$ cat src/rtl/smp_pkg.sv
package smp_pkg;

    // Word widths
    localparam int WORD_W  = 64;
    localparam int CNT_W   = 32;
    localparam int SEL_W   = 7;
    localparam int SZ_W    = 3;
    localparam int ADDR_W  = 56;

    // Buffer geometry
    localparam int MIN_BUF_LOG2 = 12;
    localparam int REC_BYTES    = 16;
    localparam int BEAT_BYTES   = 8;
    localparam int PTR_W        = MIN_BUF_LOG2 + (1 << SZ_W) - 1;

    // Control word fields (MSB-first numbering mapped onto [63:0])
    localparam int CTL_EN_IX    = 63;
    localparam int CTL_MODE_IX  = 62;
    localparam int CTL_BASE_HI  = 55;
    localparam int CTL_BASE_LO  = 13;

    // Configuration word fields
    localparam int CFG_SRC_HI   = 63;
    localparam int CFG_SRC_LO   = 62;
    localparam int CFG_RLD_HI   = 61;
    localparam int CFG_RLD_LO   = 30;
    localparam int CFG_EVA_HI   = 29;
    localparam int CFG_EVA_LO   = 23;
    localparam int CFG_EVB_HI   = 22;
    localparam int CFG_EVB_LO   = 16;
    localparam int CFG_SZ_HI    = 15;
    localparam int CFG_SZ_LO    = 13;

    typedef enum logic [1:0] {
        SRC_CLOCK  = 2'd0,
        SRC_EVA    = 2'd1,
        SRC_EVB    = 2'd2,
        SRC_EITHER = 2'd3
    } tick_src_e;

    typedef enum logic [1:0] {
        WR_IDLE = 2'd0,
        WR_PC   = 2'd1,
        WR_CNT  = 2'd2,
        WR_ACC  = 2'd3
    } wr_state_e;

endpackage

$ cat src/rtl/smp_event_select.sv
module smp_event_select
    import smp_pkg::*;
#(
    parameter int NUM_EVT = 128,
    parameter int IDX_W   = SEL_W
) (
    input  logic [NUM_EVT-1:0] evt_i,
    input  logic [IDX_W-1:0]   idx_a_i,
    input  logic [IDX_W-1:0]   idx_b_i,
    input  logic [1:0]         src_i,
    output logic               hit_a_o,
    output logic               hit_b_o,
    output logic               tick_o
);

    localparam int SPAN = 1 << IDX_W;

    logic [SPAN-1:0] strobes;

    // Fit the strobe vector to the index range
    generate
        if (NUM_EVT >= SPAN) begin : g_trim
            assign strobes = evt_i[SPAN-1:0];
        end else begin : g_pad
            assign strobes = {{(SPAN - NUM_EVT){1'b0}}, evt_i};
        end
    endgenerate

    always_comb begin
        hit_a_o = strobes[idx_a_i];
        hit_b_o = strobes[idx_b_i];
        unique case (tick_src_e'(src_i))
            SRC_CLOCK:  tick_o = 1'b1;
            SRC_EVA:    tick_o = hit_a_o;
            SRC_EVB:    tick_o = hit_b_o;
            SRC_EITHER: tick_o = hit_a_o | hit_b_o;
            default:    tick_o = 1'b0;
        endcase
    end

endmodule

$ cat src/rtl/smp_sample_counter.sv
module smp_sample_counter
    import smp_pkg::*;
#(
    parameter int CW = CNT_W
) (
    input  logic          clk_i,
    input  logic          rst_ni,
    input  logic          start_i,
    input  logic          run_i,
    input  logic          tick_i,
    input  logic          hit_a_i,
    input  logic          hit_b_i,
    input  logic [CW-1:0] reload_i,
    output logic          ovf_o,
    output logic [CW-1:0] smp_o,
    output logic [CW-1:0] cnt_a_o,
    output logic [CW-1:0] cnt_b_o
);

    localparam logic [CW-1:0] CNT_TOP = '1;

    typedef struct packed {
        logic [CW-1:0] smp;
        logic [CW-1:0] cnt_a;
        logic [CW-1:0] cnt_b;
    } ctr_t;

    ctr_t s_d, s_q;

    always_comb begin
        s_d   = s_q;
        ovf_o = 1'b0;
        if (start_i) begin
            s_d.smp   = reload_i;
            s_d.cnt_a = '0;
            s_d.cnt_b = '0;
        end else if (run_i) begin
            s_d.cnt_a = s_q.cnt_a + CW'(hit_a_i);
            s_d.cnt_b = s_q.cnt_b + CW'(hit_b_i);
            if (tick_i) begin
                if (s_q.smp == CNT_TOP) begin
                    ovf_o   = 1'b1;
                    s_d.smp = reload_i;
                end else begin
                    s_d.smp = s_q.smp + CW'(1);
                end
            end
        end
    end

    always_ff @(posedge clk_i or negedge rst_ni) begin
        if (!rst_ni) begin
            s_q <= '0;
        end else begin
            s_q <= s_d;
        end
    end

    // Counts handed to the snapshot include this cycle's strobes
    assign smp_o   = s_q.smp;
    assign cnt_a_o = s_d.cnt_a;
    assign cnt_b_o = s_d.cnt_b;

endmodule

$ cat src/rtl/smp_record_writer.sv
module smp_record_writer
    import smp_pkg::*;
#(
    parameter int AW     = ADDR_W,
    parameter int CW     = CNT_W,
    parameter int DW     = 2 * CW,
    parameter int SZW    = SZ_W,
    parameter int PW     = PTR_W,
    parameter int LOST_W = 8
) (
    input  logic              clk_i,
    input  logic              rst_ni,
    input  logic              start_i,
    input  logic              ovf_i,
    input  logic              trace_i,
    input  logic [AW-1:0]     base_i,
    input  logic [SZW-1:0]    size_i,
    input  logic [DW-1:0]     pc_i,
    input  logic [CW-1:0]     cnt_a_i,
    input  logic [CW-1:0]     cnt_b_i,
    input  logic              ready_i,
    output logic              valid_o,
    output logic [AW-1:0]     addr_o,
    output logic [DW-1:0]     data_o,
    output logic              busy_o,
    output logic [LOST_W-1:0] lost_o
);

    localparam logic [LOST_W-1:0] LOST_TOP = '1;

    typedef struct packed {
        wr_state_e         state;
        logic [PW-1:0]     ptr;
        logic [LOST_W-1:0] lost;
        logic [AW-1:0]     rec_addr;
        logic [DW-1:0]     rec_pc;
        logic [DW-1:0]     rec_cnt;
    } wr_t;

    wr_t s_d, s_q;

    logic          busy;
    logic          take;
    logic          accept;
    logic [PW:0]   ptr_inc;
    logic [PW:0]   ptr_lim;
    logic [PW-1:0] ptr_next;

    always_comb begin
        busy    = (s_q.state != WR_IDLE);
        take    = ovf_i & ~busy;
        accept  = busy & ready_i;

        // Pointer step with silent wrap at the buffer end
        ptr_inc = {1'b0, s_q.ptr} + (PW + 1)'(REC_BYTES);
        ptr_lim = (PW + 1)'(1) << (MIN_BUF_LOG2 + int'(size_i));
        if (ptr_inc >= ptr_lim) begin
            ptr_next = '0;
        end else begin
            ptr_next = ptr_inc[PW-1:0];
        end

        s_d = s_q;

        // Beat sequencing
        unique case (s_q.state)
            WR_PC:   if (accept) s_d.state = WR_CNT;
            WR_CNT:  if (accept) s_d.state = WR_IDLE;
            WR_ACC:  if (accept) s_d.state = WR_IDLE;
            default: s_d.state = WR_IDLE;
        endcase

        // Snapshot capture
        if (take) begin
            s_d.rec_cnt = {cnt_a_i, cnt_b_i};
            if (trace_i) begin
                s_d.state    = WR_PC;
                s_d.rec_pc   = pc_i;
                s_d.rec_addr = base_i + AW'(s_q.ptr);
                s_d.ptr      = ptr_next;
            end else begin
                s_d.state    = WR_ACC;
                s_d.rec_addr = base_i;
            end
        end

        // Dropped samples
        if (ovf_i && busy && (s_q.lost != LOST_TOP)) begin
            s_d.lost = s_q.lost + LOST_W'(1);
        end

        // Restart clears the pointer and the tally
        if (start_i) begin
            s_d.ptr  = '0;
            s_d.lost = '0;
        end
    end

    always_ff @(posedge clk_i or negedge rst_ni) begin
        if (!rst_ni) begin
            s_q <= '0;
        end else begin
            s_q <= s_d;
        end
    end

    always_comb begin
        valid_o = (s_q.state != WR_IDLE);
        busy_o  = valid_o;
        lost_o  = s_q.lost;
        if (s_q.state == WR_CNT) begin
            addr_o = s_q.rec_addr + AW'(BEAT_BYTES);
        end else begin
            addr_o = s_q.rec_addr;
        end
        if (s_q.state == WR_PC) begin
            data_o = s_q.rec_pc;
        end else begin
            data_o = s_q.rec_cnt;
        end
    end

endmodule

$ cat src/rtl/smp_trace_engine.sv
module smp_trace_engine
    import smp_pkg::*;
#(
    parameter int NUM_EVT = 128,
    parameter int LOST_W  = 8
) (
    input  logic                clk_i,
    input  logic                rst_ni,
    input  logic [63:0]         ctl_i,
    input  logic [63:0]         cfg_i,
    input  logic [NUM_EVT-1:0]  evt_i,
    input  logic [63:0]         pc_i,
    output logic                wr_valid_o,
    input  logic                wr_ready_i,
    output logic [ADDR_W-1:0]   wr_addr_o,
    output logic [63:0]         wr_data_o,
    output logic [LOST_W-1:0]   lost_o
);

    localparam int BASE_FIELD_W = CTL_BASE_HI - CTL_BASE_LO + 1;
    localparam int BASE_PAD_W   = ADDR_W - BASE_FIELD_W;

    typedef struct packed {
        logic en;
    } top_t;

    top_t s_d, s_q;

    logic              en;
    logic              start;
    logic              run;
    logic              trace_mode;
    logic [ADDR_W-1:0] base;
    logic [1:0]        tick_src;
    logic [CNT_W-1:0]  reload;
    logic [SEL_W-1:0]  idx_a;
    logic [SEL_W-1:0]  idx_b;
    logic [SZ_W-1:0]   size_code;
    logic              hit_a;
    logic              hit_b;
    logic              tick;
    logic              ovf;
    logic              busy;
    logic [CNT_W-1:0]  smp_cnt;
    logic [CNT_W-1:0]  cnt_a;
    logic [CNT_W-1:0]  cnt_b;
    logic              unused_fields;

    // Field decode
    always_comb begin
        en         = ctl_i[CTL_EN_IX];
        trace_mode = ctl_i[CTL_MODE_IX];
        base       = {ctl_i[CTL_BASE_HI:CTL_BASE_LO], {BASE_PAD_W{1'b0}}};
        tick_src   = cfg_i[CFG_SRC_HI:CFG_SRC_LO];
        reload     = cfg_i[CFG_RLD_HI:CFG_RLD_LO];
        idx_a      = cfg_i[CFG_EVA_HI:CFG_EVA_LO];
        idx_b      = cfg_i[CFG_EVB_HI:CFG_EVB_LO];
        size_code  = cfg_i[CFG_SZ_HI:CFG_SZ_LO];
    end

    // Scope and reserved bits have no function here
    assign unused_fields = ^{ctl_i[61:56], ctl_i[12:0], cfg_i[12:0]};

    // Enable edge tracking
    always_comb begin
        s_d.en = en;
        start  = en & ~s_q.en;
        run    = en & s_q.en;
    end

    always_ff @(posedge clk_i or negedge rst_ni) begin
        if (!rst_ni) begin
            s_q <= '0;
        end else begin
            s_q <= s_d;
        end
    end

    smp_event_select #(
        .NUM_EVT (NUM_EVT),
        .IDX_W   (SEL_W)
    ) u_sel (
        .evt_i   (evt_i),
        .idx_a_i (idx_a),
        .idx_b_i (idx_b),
        .src_i   (tick_src),
        .hit_a_o (hit_a),
        .hit_b_o (hit_b),
        .tick_o  (tick)
    );

    smp_sample_counter #(
        .CW (CNT_W)
    ) u_ctr (
        .clk_i    (clk_i),
        .rst_ni   (rst_ni),
        .start_i  (start),
        .run_i    (run),
        .tick_i   (tick),
        .hit_a_i  (hit_a),
        .hit_b_i  (hit_b),
        .reload_i (reload),
        .ovf_o    (ovf),
        .smp_o    (smp_cnt),
        .cnt_a_o  (cnt_a),
        .cnt_b_o  (cnt_b)
    );

    smp_record_writer #(
        .AW     (ADDR_W),
        .CW     (CNT_W),
        .DW     (WORD_W),
        .SZW    (SZ_W),
        .PW     (PTR_W),
        .LOST_W (LOST_W)
    ) u_wr (
        .clk_i   (clk_i),
        .rst_ni  (rst_ni),
        .start_i (start),
        .ovf_i   (ovf),
        .trace_i (trace_mode),
        .base_i  (base),
        .size_i  (size_code),
        .pc_i    (pc_i),
        .cnt_a_i (cnt_a),
        .cnt_b_i (cnt_b),
        .ready_i (wr_ready_i),
        .valid_o (wr_valid_o),
        .addr_o  (wr_addr_o),
        .data_o  (wr_data_o),
        .busy_o  (busy),
        .lost_o  (lost_o)
    );

endmodule

$ cat config.mk
export PLATFORM = sky130hd
export DESIGN_NAME = smp_trace_engine
export DESIGN_NICKNAME = d
export VERILOG_FILES = /design/src/rtl/smp_pkg.sv /design/src/rtl/smp_event_select.sv /design/src/rtl/smp_sample_counter.sv /design/src/rtl/smp_record_writer.sv /design/src/rtl/smp_trace_engine.sv
export SDC_FILE = /design/constraint.sdc
export NUM_CORES = 1
export LEC_CHECK = 0
export BUFFER_PORTS_ARGS = -buffer_cell sky130_fd_sc_hd__buf_2
export CORE_MARGIN = 10
export CORE_UTILIZATION = 30
export DETAILED_ROUTE_END_ITERATION = 10
export HOLD_SLACK_MARGIN = 0.05
export SYNTH_ARGS = -nofsm -noshare
export SYNTH_HDL_FRONTEND = slang
export SYNTH_SLANG_ARGS = --single-unit
export TNS_END_PERCENT = 1
$ cat constraint.sdc
create_clock -name clk_i -period 9.3 [get_ports clk_i]
set_input_delay 0.465 -clock clk_i [delete_from_list [all_inputs] [get_ports clk_i]]
set_output_delay 0.465 -clock clk_i [all_outputs]
set_load 0.02 [all_outputs]
# After elaboration in Yosys (flattened, before gate mapping)
# Cells that the tools add are included.
[totals]
output_inout_bits = 129
reg_bits = 310
wordCells = 78
[op_classes]
order_cmp = 3
n_mux = 25
shifts = 1
n_addsub = 8
n_reduce_logical = 14
bitwise = 7
n_eq_ne = 10
[op_table]
columns = ["operator", "n"]
rows = [
  ["2-to-1 mux 96 bit", 2],
  ["2-to-1 mux 56 bit", 2],
  ["adder 32 x 1 -> 32 bit", 2],
  ["2-to-1 mux 32 bit", 2],
  ["2-to-1 mux 64 bit", 1],
  ["adder 56 x 19 -> 56 bit", 1],
  ["adder 56 x 4 -> 56 bit, second input constant", 1],
  ["2-to-1 mux 19 bit", 2],
  ["adder 32 x 1 -> 32 bit, second input constant", 1],
  ["equality test 32 bit, second input constant", 1],
  ["<< shifter 1 x 32 -> 20 bit, first input constant", 1],
  ["2-to-1 mux 27 bit", 1],
  ["2-to-1 mux 21 bit", 1],
  ["adder 19 x 5 -> 20 bit, second input constant", 1],
  [">= comparator 20 bit", 1],
  ["< comparator 7 x 8 -> 1 bit, second input constant", 2],
  ["binary-select mux 1 bit (select 7 bit)", 2],
  ["nonzero test 2 bit", 6],
  ["adder 8 x 1 -> 8 bit, second input constant", 1],
  ["equality test 2 bit, second input constant", 4],
  ["2-to-1 mux 8 bit", 1],
  ["!= test 8 bit, second input constant", 1],
  ["AND reduction 2 bit", 4],
  ["2-to-1 mux 1 bit", 6],
  ["other kinds (12)", 21],
]

# Logic depth before layout (Yosys ltp)
# Gate-level depths: netlist of run 1.
[depth]
word_depth = 11
mapped_depth = 20

# Cells and area by module
# A second synthesis of run 1 with hierarchy kept.
[unflattened]
hier_cells = 2331
area_unflattened_um2 = 20704.9
[by_module_without_submodules]
columns = ["mod", "area_per_inst_um2", "instances", "cells_each", "seq_area_each_um2"]
rows = [
  ["smp_record_writer", 12261.8, 1, 1412, 5230.0],
  ["smp_sample_counter", 5941.9, 1, 665, 2402.3],
  ["smp_event_select", 2456.1, 1, 250, 0.0],
  ["smp_trace_engine", 45.0, 1, 4, 25.0],
]

# Least setup slack after synthesis of run 1
# No wires, ideal clock.
[synth_timing]
path_type = "input -> register"
start = "input cfg_i[18]"
end = "register u_wr.s_q[30] in the netlist's numbering"
path_slack_ns = 5.523
setup_ns = 0.134
arrival_time_ns = 3.642
cell_stages = 17
path_buffers = 2
path_cell_list = "buf_4 buf_4 mux4_2 mux2_1 o22a_1 nand4b_1 nand4_1 ha_1 ha_1 and3_1 nand2b_1 nor3_1 and2_1 and4_1 nand4_1 xor2_1 o31ai_1"
[synth_via]
elab_chain_cells = 8
elab_cells_between_ends = 11
cone_classes = "add/sub (1); mux (8); bitwise (2)"
[synth_rtl]
columns = ["element", "line", "text"]
rows = [
  ["from (decl)", "smp_trace_engine.sv:10", "input logic [63:0] cfg_i,"],
  ["binary-select mux 1 bit (select 7 bit) (*)", "smp_event_select.sv:31", "hit_b_o = strobes[idx_b_i];"],
  ["2-to-1 mux 1 bit (not written as such) (*)", "smp_event_select.sv:31", ""],
  ["parallel branches: the longest is 6 deep, another holds adder 32 x 1 -> 32 bit", "--", ""],
  ["to (signal assigned)", "smp_record_writer.sv:101", "s_q <= '0;"],
  ["to (signal assigned)", "smp_record_writer.sv:103", "s_q <= s_d;"],
  ["to (decl)", "smp_record_writer.sv:40", "wr_t s_d, s_q;"],
]
# Mark *: on every way between the ends. The select of a mux whose other input is x is not followed.
# A chain may end at the register's enable or synchronous reset.

# Worst setup path after layout of run 1
[layout_timing]
start = "input cfg_i[18]"
end = "register u_wr.s_q[31] in the netlist's numbering"
[layout_via]
elab_cells_between_ends = 11
cone_classes = "add/sub (1); mux (8); bitwise (2)"
[layout_lines]
columns = ["element", "line", "text"]
rows = [
  ["binary-select mux 1 bit (select 7 bit)", "smp_event_select.sv:31", ""],
  ["2-to-1 mux 1 bit (not written as such)", "smp_event_select.sv:31", ""],
  ["adder 32 x 1 -> 32 bit", "smp_sample_counter.sv:39", "s_d.cnt_b = s_q.cnt_b + CW'(hit_b_i);"],
  ["2-to-1 mux 96 bit", "smp_sample_counter.sv:37", "end else if (run_i) begin"],
  ["2-to-1 mux 96 bit", "smp_sample_counter.sv:33", "if (start_i) begin"],
  ["via cnt_b[31]", "smp_trace_engine.sv:46", "logic [CNT_W-1:0] cnt_b;"],
]
# The timed path passes the listed nets, and every way through them passes these cells. The select of a mux whose other input is x is not followed.

==> flow_summary.ini, run 1 <==
[finish]
multi_input_comb_area_um2 = 9590
layout.nets = 2476
seqCellArea_um2 = 7560
filler_cell_count = 5892
final_util_pct = 36.9
layout-drive-gt1-share_pct = 30.5
flow.area_growth_from_synthesis_pct = 21.5
antenna_cells = 0

[critical_path]
worstPathRequired_ns = 9.81
r2r_start = u_wr.s_q[196]
startpoint_type = input port
worstReg2RegEnd = u_wr.s_q[201]
worstPathMaxFanout = 46
timing.critical_path.from = cfg_i[18]
worstPathArrival_ns = 5.29
regToRegSetupSlack_ns = 4.54
rr_worst_depth = 14
endpoint_class_of_the_critical_path = register
timing.setup.critical_path_class = input port to register

[timing]
finalSetupViolCount = 0
max-slew-margin-rel_pct = 22.3
clock_skew_ns = 0.0325
worstMarginPinSlew_ns = 1.17
max_freq_mhz = 209
worst_hold_slack_ns = 0.100
layout_setup_ws_ns = 4.52
rsz_0062_raised_after_global_routing = false
final.setup.tns_ns = 0
timing.final.crit_share_pct = 51.4
layout_min_cycle_time_ns = 4.78
finalMaxSlewViolations = 0
timing_hold_violations_final = 0

[cts]
worst_skew_late_latency_ns = 0.57
clock_tree.root_cell = clkbuf_16
cts_repair_resize_count = 0
cts_made_buffers = 38
cts_buffer_depth = 3
tritoncts = yes
h-tree-depth = 2
clock_sink_count = 302
clkSlewWorstSetupHoldPaths_ns = 0.06

[logic_synthesis]
netlist_instances = 1803
syn_area_um2 = 18000
post_synth.cell_area_avg_um2 = 9.98
yosys_register_bits = 302
synth_edf_count = 0
async_flop_share_pct = 100
synth-main-ff-cell = dfrtp_1
synth_largest_type_area_fraction_pct = 42.0
synthDistinctLibCells = 61
synth.top_cells.by_area = dfrtp_1, mux2_2, mux2_1, mux4_2, mux2i_1
yosys_warnings = 0
yosysTopAreaCell = dfrtp_1
seq_area_frac_synth_pct = 42.0

[floorplan]
fp.coreArea_um2 = 59200
design.die.area_um2 = 70200
rows = 89
starting_density_of_the_core_pct = 30.4
dieHeight_um = 265
top_level_ports = 452
die_x_um = 265

[placed_design]
gp_congestion = 0.886
preCtsSetupSlack_ns = 3.93
numPortBuffers = 416
place_hpwl_mm = 40.1

[grt]
grt_antenna_before_repair = 0
grt_pass1_wl_mm = 85.5
global_route.usage.total_pct = 14.8
first_global_vias = 15600
grt_max_degree = 179
overflow = 0

[detailed_routing]
dr_total_vias = 14800
detail_route.vias_per_cell = 5.07
wl_per_cell_um = 18.4
drt_first_iter_violations = 1044
first_pass_iters = 5
remaining_drc_errors = 0
wirelength_mm = 53.9
antenna_violating_nets_post_route = 0

[min_path]
worst_hold_startpoint = pc_i[44]
hold_ep = u_wr.s_q[108]
timing.hold.worst.class = input port to register
hold-path-cell-count = 2

[power_and_ir_drop]
power_density_nw_per_um2 = 149
leakage_component_of_the_power_nw = 10.5
ir_drop_mv = 0.244

[run]
max_cap_viol_count = 0

[status]
status = complete, no violations
## flip-flops by register name, indices dropped and copies added (netlist names)
register / flops
s_q: 1
u_ctr.s_q: 64
u_ctr.smp_o: 32
u_wr.lost_o: 8
u_wr.s_q: 197
## what timing repair did
action,4_1_cts,5_1_grt
setup buffers,0,0
hold endpoints to repair,81,0
hold buffers,1,0
## cells in the final DEF (no fill, tap or decap), drive strengths merged, types with 5 or more instances in the layout
cell type    n
a21o         8
a21oi       67
a22o         6
a22oi       15
a31oi        7
a32oi       10
and2        12
and3        34
and4         8
buf        427
clkbuf      53
clkinv       5
conb         9
dfrtp      302
ha          27
inv         47
mux2       187
mux2i       73
mux4        36
nand2      177
nand2b       6
nand3       85
nand4       43
nor2       111
nor2b       16
nor3        37
nor4         7
o21ai      148
o31ai       16
or3         16
or4          7
xnor2       45
xor2        53
## through the flow
| stage | std cells | instance area, µm² | power (mW) |
|---|---|---|---|
| finish | 2927 | 21900 | 3.26 |
| global route | 2927 | 21900 | 3.41 |
| CTS | 2927 | 21900 | 3.32 |
| detailed placement | 2857 | 20500 | 1.70 |
| global placement | 2857 | 20500 | 1.69 |
| floorplan | 1810 | 18000 | 1.55 |
## metal layers
| layer | up-vias | GRT usage (%) | wire length, µm |
|---|---|---|---|
| li1 | 7067 | - | - |
| met1 | 7243 | 18.5 | 23200 |
| met2 | 453 | 25.0 | 25900 |
| met3 | 84 | 3.49 | 3530 |
| met4 | 0 | 4.63 | 1240 |
| met5 | - | 0 | 0 |
## cell type report
type                    instances  share of cell area (%)
multi-input cells            1311                    43.8
flip-flops and latches        302                    34.6
repair buffers                428                    10.1
clock buffers                  53                    5.11
well taps                     773                    4.42
clock inverters                16                    1.22
inverters                      44                   0.755
## worst max-delay path, stage by stage
cell     delay, ns
buf_2         0.08
buf_4         0.61
mux2i_1       0.25
a22oi_1       0.20
and4_1        0.21
a31oi_1       0.05
a311o_1       0.44
nand4_1       0.30
ha_1          0.24
nand4_1       0.30
nor4_1        0.69
and2_1        0.29
nand4_1       0.30
or3_1         0.44
a21oi_1       0.20
mux2_1        0.16
## Yosys cell counts, types with 45 or more instances
cell / number
a21oi_1: 67
clkbuf_1: 98
dfrtp_1: 302
mux2_1: 73
mux2_2: 114
mux2i_1: 73
nand2_1: 177
nand3_1: 85
nor2_1: 111
o21ai_1: 114
xnor2_1: 45
xor2_1: 53
## how the worst max path moves through the flow
stage                    end  slack, ns  cells after the start
6_report        u_wr.s_q[31]       4.52                     16
5_1_grt        u_wr.s_q[201]       4.14                     14
4_1_cts         u_wr.s_q[31]       4.55                     16
3_5_place_dp    u_wr.s_q[31]       3.93                     16
3_3_place_gp    u_wr.s_q[29]       4.04                     16
2_1_floorplan   u_wr.s_q[30]       5.52                     17
## logic make-up after synthesis
kind of cell               Yosys count  share of synthesized area, %
AOI/OAI and AO/OA                  307                          10.5
muxes                              296                          20.3
DFF                                302                          42.0
other                                2                        0.0417
and+or+nand+nor                    573                          15.4
xor gates and xnor gates            98                          4.77
adders and majority gates           28                          1.99
buffers and inverters              197                          5.03
## power by group
group / switching, mW / total [mW] / internal [mW]
Clock: 0.621 / 1.59 / 0.967
Combinational: 0.182 / 0.316 / 0.133
Sequential: 0.0232 / 1.36 / 1.34
Note: power is estimated with default switching activity, not from simulation.
==> run 2: changes to the inputs <==
--- a/config.mk
+++ b/config.mk
@@ -5,6 +5,7 @@
 export SDC_FILE = /design/constraint.sdc
 export NUM_CORES = 1
 export LEC_CHECK = 0
+export ABC_AREA = 1
 export BUFFER_PORTS_ARGS = -buffer_cell sky130_fd_sc_hd__buf_2
 export CORE_MARGIN = 10
 export CORE_UTILIZATION = 30
==> constraint.sdc (replaced) <==
create_clock -name clk_i -period 4.27 [get_ports clk_i]
set_input_delay 0.2135 -clock clk_i [delete_from_list [all_inputs] [get_ports clk_i]]
set_output_delay 0.2135 -clock clk_i [all_outputs]
set_load 0.02 [all_outputs]
==> flow_summary.ini, run 2 <==
[status]
status = complete, no violations

[timing]
worstMarginPinSlew_ns = 0.879
clock_skew_ns = 0.0197
max_freq_mhz = 286
max-slew-margin-rel_pct = 41.3
finalSetupViolCount = 0
final.setup.tns_ns = 0
layout_min_cycle_time_ns = 3.50
finalMaxSlewViolations = 0
timing.final.crit_share_pct = 82.0
rsz_0062_raised_after_global_routing = false
timing_hold_violations_final = 0

[floorplan]
design.die.area_um2 = 75100
fp.coreArea_um2 = 64200
dieHeight_um = 274
rows = 93
die_x_um = 274
top_level_ports = 452
starting_density_of_the_core_pct = 30.2

[placed_design]
place_hpwl_mm = 49.1
gp_congestion = 0.944
place.detailed.instances = 3990
numPortBuffers = 416

[grt]
globalRouteMet2Util_pct = 28.5
grtUsageMet3_pct = 3.84
overflow = 0
first_global_vias = 19600
gr-usage-met1_pct = 22.6
global_route.usage.total_pct = 17.4
grt_max_degree = 122
grt_pass1_wl_mm = 107
global_route_layer_with_the_greatest_usage = met2
grt_antenna_before_repair = 30

[power_and_ir_drop]
power_density_nw_per_um2 = 288
ir_drop_mv = 0.201
leakage_component_of_the_power_nw = 12.4

[detailed_routing]
dr_total_vias = 19800
wirelength_mm = 67.7
first_pass_iters = 8
detail_route.vias_per_cell = 4.75
wl_per_cell_um = 16.2
antenna_violating_nets_post_route = 0
drt_first_iter_violations = 1564
remaining_drc_errors = 0

[logic_synthesis]
synth-simple-area-share_pct = 35.0
syn_area_um2 = 19400
netlist_instances = 2858
synth_edf_count = 0
complex_gate_fraction_of_the_synthesized_area_pct = 9.68
yosysTopAreaCell = dfrtp_1
proportion_of_synthesized_area_in_mux_cells_pct = 0.0517
synth-main-ff-cell = dfrtp_1
seq_area_frac_synth_pct = 39.0
synthDistinctLibCells = 51
synth-adder-area-share_pct = 1.85
synth.top_cells.by_area = dfrtp_1, nand2_1, nand3_1, o21ai_0, inv_1
yosys_warnings = 0
synth-xor-area-share_pct = 3.98
yosys_register_bits = 302
synth_largest_type_area_fraction_pct = 39.0
main_combinational_cell_family_by_area_after_synthesis = simple AND/OR/NAND/NOR gates
post_synth.cell_area_avg_um2 = 6.78
post_synth_most_frequent_cells = nand2_1, nand3_1, dfrtp_1, inv_1, o21ai_0
synth.most_common_cell = nand2_1
async_flop_share_pct = 100

[finish]
layout.nets = 3630
seqCellArea_um2 = 7560
commonest_cells_after_routing_fill_and_taps_aside = nand2_1, buf_2, nand3_1
flow.area_growth_from_synthesis_pct = 26.3
filler_cell_count = 6819
largest_register_ffs = 197
finish.cell_count_without_fillers = 4177
layout-drive-gt1-share_pct = 16.5
multi_input_comb_area_um2 = 9830
leading_cell_type_in_the_layout_fill_and_taps_excluded = nand2_1
max_flop_register = u_wr.s_q

[cts]
clock_sink_count = 302
h-tree-depth = 2
clock_tree.root_cell = clkbuf_16
clkSlewWorstSetupHoldPaths_ns = 0.06
worst_skew_late_latency_ns = 0.52
cts_made_buffers = 35
cts_repair_resize_count = 0
tritoncts = yes
cts_buffer_depth = 3
cts_setup_buffers = 0

[critical_path]
rr_worst_depth = 19
cp-endpoint = u_wr.s_q[62]
endpoint_class_of_the_critical_path = register
worstReg2RegEnd = u_wr.s_q[196]
r2r_start = u_wr.s_q[198]
regToRegSetupSlack_ns = 0.81
timing.critical_path.from = cfg_i[23]
startpoint_type = input port
worstPathArrival_ns = 3.97
worstPathMaxFanout = 43
worstPathRequired_ns = 4.74
timing.setup.critical_path_class = input port to register

[run]
max_cap_viol_count = 0

[min_path]
timing.hold.worst.class = input port to register
==> run 2: cell count changes after synthesis, moves of 73 or more <==
cell / previous run / this run
nand2_1: 177 / 933
o21ai_0: 34 / 260
mux2_2: 114 / 0
o21ai_1: 114 / 4
nand3_1: 85 / 355
inv_1: 44 / 285
mux2_1: 73 / 0
==> run 2: critical path, stage by stage <==
cell and delay, ns:
buf_2 0.25, inv_2 0.14, buf_12 0.23, nand2_1 0.08
nand3_1 0.15, nand3_1 0.10, nand3_1 0.09, nand2_1 0.06
nand2_1 0.06, nand3_1 0.07, nand3_1 0.11, and2_1 0.25
ha_1 0.25, ha_1 0.19, nand3_1 0.10, nor2_1 0.20
nand3_1 0.14, nor2_1 0.11, nand2_1 0.10, inv_2 0.07
nand2_1 0.14, nor2_1 0.17, nand3_1 0.16, o21ai_0 0.17
nor3b_2 0.21, nand2_1 0.07, nand2_1 0.08
==> run 2: cells by family (layout without fill, tap and decap cells) <==
kind of cell	after synthesis	in the layout
adder cells (fa/ha/maj)	28	28
flip-flops	302	302
AO/OA/AOI/OAI	361	361
other	2	31
buffers and inverters	487	922
multiplexers	1	1
XOR/XNOR	88	88
AND/OR/NAND/NOR	1589	1589
==> run 2: cell type report <==
cell class              count  share of cell area (%)
multi-input cells        2076                    40.2
flip-flops and latches    302                    30.9
repair buffers            573                    15.0
inverters                 291                    4.47
well taps                 855                    4.37
clock buffers              45                    3.90
clock inverters            13                   0.926
diodes                     22                   0.225
==> run 2: power by group <==
part / total (mW) / internal (mW) / leakage, nW / switching (mW)
Clock: 3.17 / 1.94 / 0.569 / 1.24
Combinational: 0.910 / 0.366 / 8.00 / 0.544
Sequential: 2.97 / 2.91 / 3.84 / 0.0536
==> run 2: per-layer routing <==
layer / wire, µm / share of wire [%]
met1: 29600 / 44
met2: 31600 / 47
met3: 4610 / 6.8
met4: 1810 / 2.7
met5: 99 / 0.15
==> run 2: worst min-delay path by stage <==
stage          startpoint        endpoint  slack (ns)  cells after the start
2_1_floorplan      rst_ni             s_q       -0.08                      0
3_3_place_gp       rst_ni   u_wr.s_q[102]        0.23                      1
3_5_place_dp       rst_ni   u_wr.s_q[102]        0.23                      1
4_1_cts         cfg_i[33]  u_ctr.smp_o[3]        0.05                      3
5_1_grt         ctl_i[26]   u_wr.s_q[154]        0.07                      3
6_report        ctl_i[53]   u_wr.s_q[181]        0.06                      3
==> run 2: through the flow <==
stage	worst slack [ns]	instance area [µm²]	util [%]	hold slack [ns]	power, mW
floorplan	1.21	19400	-	-0.0821	3.45
global placement	0.273	22200	34.5	0.233	3.84
detailed placement	0.224	22200	34.5	0.233	3.84
CTS	0.788	24400	38.0	0.0524	7.14
global route	0.252	24500	38.1	0.0660	7.38
finish	0.768	24500	38.1	0.0621	7.05
==> run 2: repair_timing <==
action | 4_1_cts | 5_1_grt
hold buffers | 107 | 0
setup endpoints to repair | 0 | 0
endpoints found under the hold margin | 181 | 0
==> run 3: changes to the inputs <==
--- a/config.mk
+++ b/config.mk
@@ -5,7 +5,7 @@
 export SDC_FILE = /design/constraint.sdc
 export NUM_CORES = 1
 export LEC_CHECK = 0
-export ABC_AREA = 1
+export ABC_AREA = 0
 export BUFFER_PORTS_ARGS = -buffer_cell sky130_fd_sc_hd__buf_2
 export CORE_MARGIN = 10
 export CORE_UTILIZATION = 30
==> constraint.sdc (replaced) <==
create_clock -name clk_i -period 3.6 [get_ports clk_i]
set_input_delay 0.18 -clock clk_i [delete_from_list [all_inputs] [get_ports clk_i]]
set_output_delay 0.18 -clock clk_i [all_outputs]
set_load 0.02 [all_outputs]
==> flow_summary.ini, run 3 (synthesis gave the netlist of run 1 again) <==
[status]
status = complete, no violations

[floorplan]
design.die.area_um2 = 70200
starting_density_of_the_core_pct = 30.4
top_level_ports = 452
fp.coreArea_um2 = 59200
dieHeight_um = 265
rows = 89
die_x_um = 265

[critical_path]
r2r_start = u_wr.s_q[196]
worstPathMaxFanout = 6
timing.critical_path.from = u_wr.s_q[196]
regToRegSetupSlack_ns = 0.13
worstPathRequired_ns = 4.07
worstPathArrival_ns = 3.94
endpoint_class_of_the_critical_path = register
timing.setup.critical_path_class = register to register
startpoint_type = register

[cts]
clkSlewWorstSetupHoldPaths_ns = 0.05
tritoncts = yes
clock_tree.root_cell = clkbuf_16
cts_made_buffers = 37
worst_skew_late_latency_ns = 0.56
h-tree-depth = 2
cts_buffer_depth = 3
clock_sink_count = 302

[power_and_ir_drop]
power_density_nw_per_um2 = 345
totalPowerFinal_mw = 8.37
netSwitchingFraction_pct = 25.3
power_report.internal_total_mw = 6.26
power.share.sequential_pct = 42.0
net-switching-power_mw = 2.11
ir_drop_mv = 0.343
leakage_component_of_the_power_nw = 11.7
clkPwrFrac_pct = 45.6
logic_pwr_share_pct = 12.4

[placed_design]
place.detailed.instances = 2956
gp_congestion = 0.912
numPortBuffers = 416
place_hpwl_mm = 43.5

[finish]
final_util_pct = 41.0
leading_cell_type_in_the_layout_fill_and_taps_excluded = buf_2
finish.cell_count_without_fillers = 3176
max_flop_register = u_wr.s_q
layout-drive-gt1-share_pct = 31.6
commonest_cells_after_routing_fill_and_taps_aside = buf_2, dfrtp_1, nand2_1
flow.area_growth_from_synthesis_pct = 34.9
layout.nets = 2727
largest_register_ffs = 197

[timing]
worstMarginPinSlew_ns = 0.976
finalSetupViolCount = 0
finalMaxSlewViolations = 0
final.setup.tns_ns = 0
max-slew-margin-rel_pct = 34.9
rsz_0062_raised_after_global_routing = true
max_freq_mhz = 288
layout_min_cycle_time_ns = 3.47
worst_hold_slack_ns = 0.0820
timing.final.crit_share_pct = 96.5
clock_skew_ns = 0.0208
timing_hold_violations_final = 0

[grt]
grt_antenna_before_repair = 1
first_global_vias = 17000
grt_max_degree = 98
grt_pass1_wl_mm = 93.1
global_route.usage.total_pct = 16.3
overflow = 0

[min_path]
timing.hold.worst.class = input port to register
worst_hold_startpoint = ctl_i[14]

[detailed_routing]
wirelength_mm = 58.4
first_pass_iters = 7
detail_route.vias_per_cell = 5.00
wl_per_cell_um = 18.4
remaining_drc_errors = 0
antenna_violating_nets_post_route = 0
drt_first_iter_violations = 1010
dr_total_vias = 15900

[run]
max_cap_viol_count = 0
[run 3: cell count changes in the layout (fill, tap and decap cells not counted), moves of 25 or more]
cell | previous run | this run
o21ai_1 | 4 | 115
dlygate4sd3_1 | 107 | 153
mux2i_1 | 1 | 73
nand2_1 | 930 | 177
nand3_1 | 355 | 84
inv_1 | 285 | 44
xnor2_1 | 19 | 44
mux2_2 | 0 | 114
buf_4 | 39 | 91
nor2_1 | 158 | 107
mux4_2 | 0 | 36
o21ai_0 | 260 | 33
and3_1 | 1 | 33
mux2_1 | 0 | 73
[run 3: critical path, stage by stage (launching register included)]
cell	delay, ns
dfrtp_1	0.38
and3_1	0.16
nand3_1	0.12
or2_4	0.27
nor2_4	0.12
and3_4	0.20
nand3_2	0.10
xnor2_2	0.18
ha_1	0.31
a21o_1	0.18
a21o_1	0.17
a221o_1	0.34
nor2_2	0.14
buf_6	0.14
or4b_1	0.43
a21oi_1	0.14
[run 3: through the flow]
stage	cell area, µm²	setup WS, ns
6_report	24300	0.125
4_1_cts	24200	0.00291
3_3_place_gp	21400	-0.333
3_5_place_dp	21400	-0.401
2_1_floorplan	18000	0.000817
5_1_grt	24300	-0.0145
[run 3: metal layers]
metal	vias to the layer above	track usage, %	share of wire [%]
met5	-	0	0
met3	85	3.45	5.4
met4	0	5.03	2.6
met2	427	28.2	49
li1	7568	-	-
met1	7795	19.9	43
[run 3: power by group through the flow]
stage	combinational (mW)	sequential, mW	clock, mW
2_1_floorplan	0.439	3.55	0
3_3_place_gp	0.890	3.57	0
4_1_cts	1.05	3.51	3.95
5_1_grt	1.14	3.52	4.10
3_5_place_dp	0.911	3.57	0
6_report	1.04	3.51	3.82
[run 3: worst paths after layout]
check	to	cells past startpoint
worst max-delay path	u_wr.s_q[207]	15
worst min-delay path	u_wr.s_q[142]	4
worst max register to register	u_wr.s_q[207]	15
worst min register to register	u_wr.s_q[59]	2
max in group asynchronous	u_ctr.s_q[53]	3
min in group asynchronous	u_wr.lost_o[2]	2
[run 3: final cells by class]
class	instances	area, µm²
antenna	1	2.50
clock inverter	15	233
clock buffer	50	1010
timing repair buffer	680	4690
tap	773	967
multi-input combinational	1311	9640
sequential	302	7560
inverter	44	165
fill	5658	35000
[run 3: repair_timing]
item                                    in CTS  in global routing
pin swaps                                    3                  7
hold endpoints to repair                   235                  0
resized for setup                            7                 11
cloned                                       0                  0
endpoints found under the setup margin       9                 21
setup buffers                                1                  0
hold buffers                               153                  0
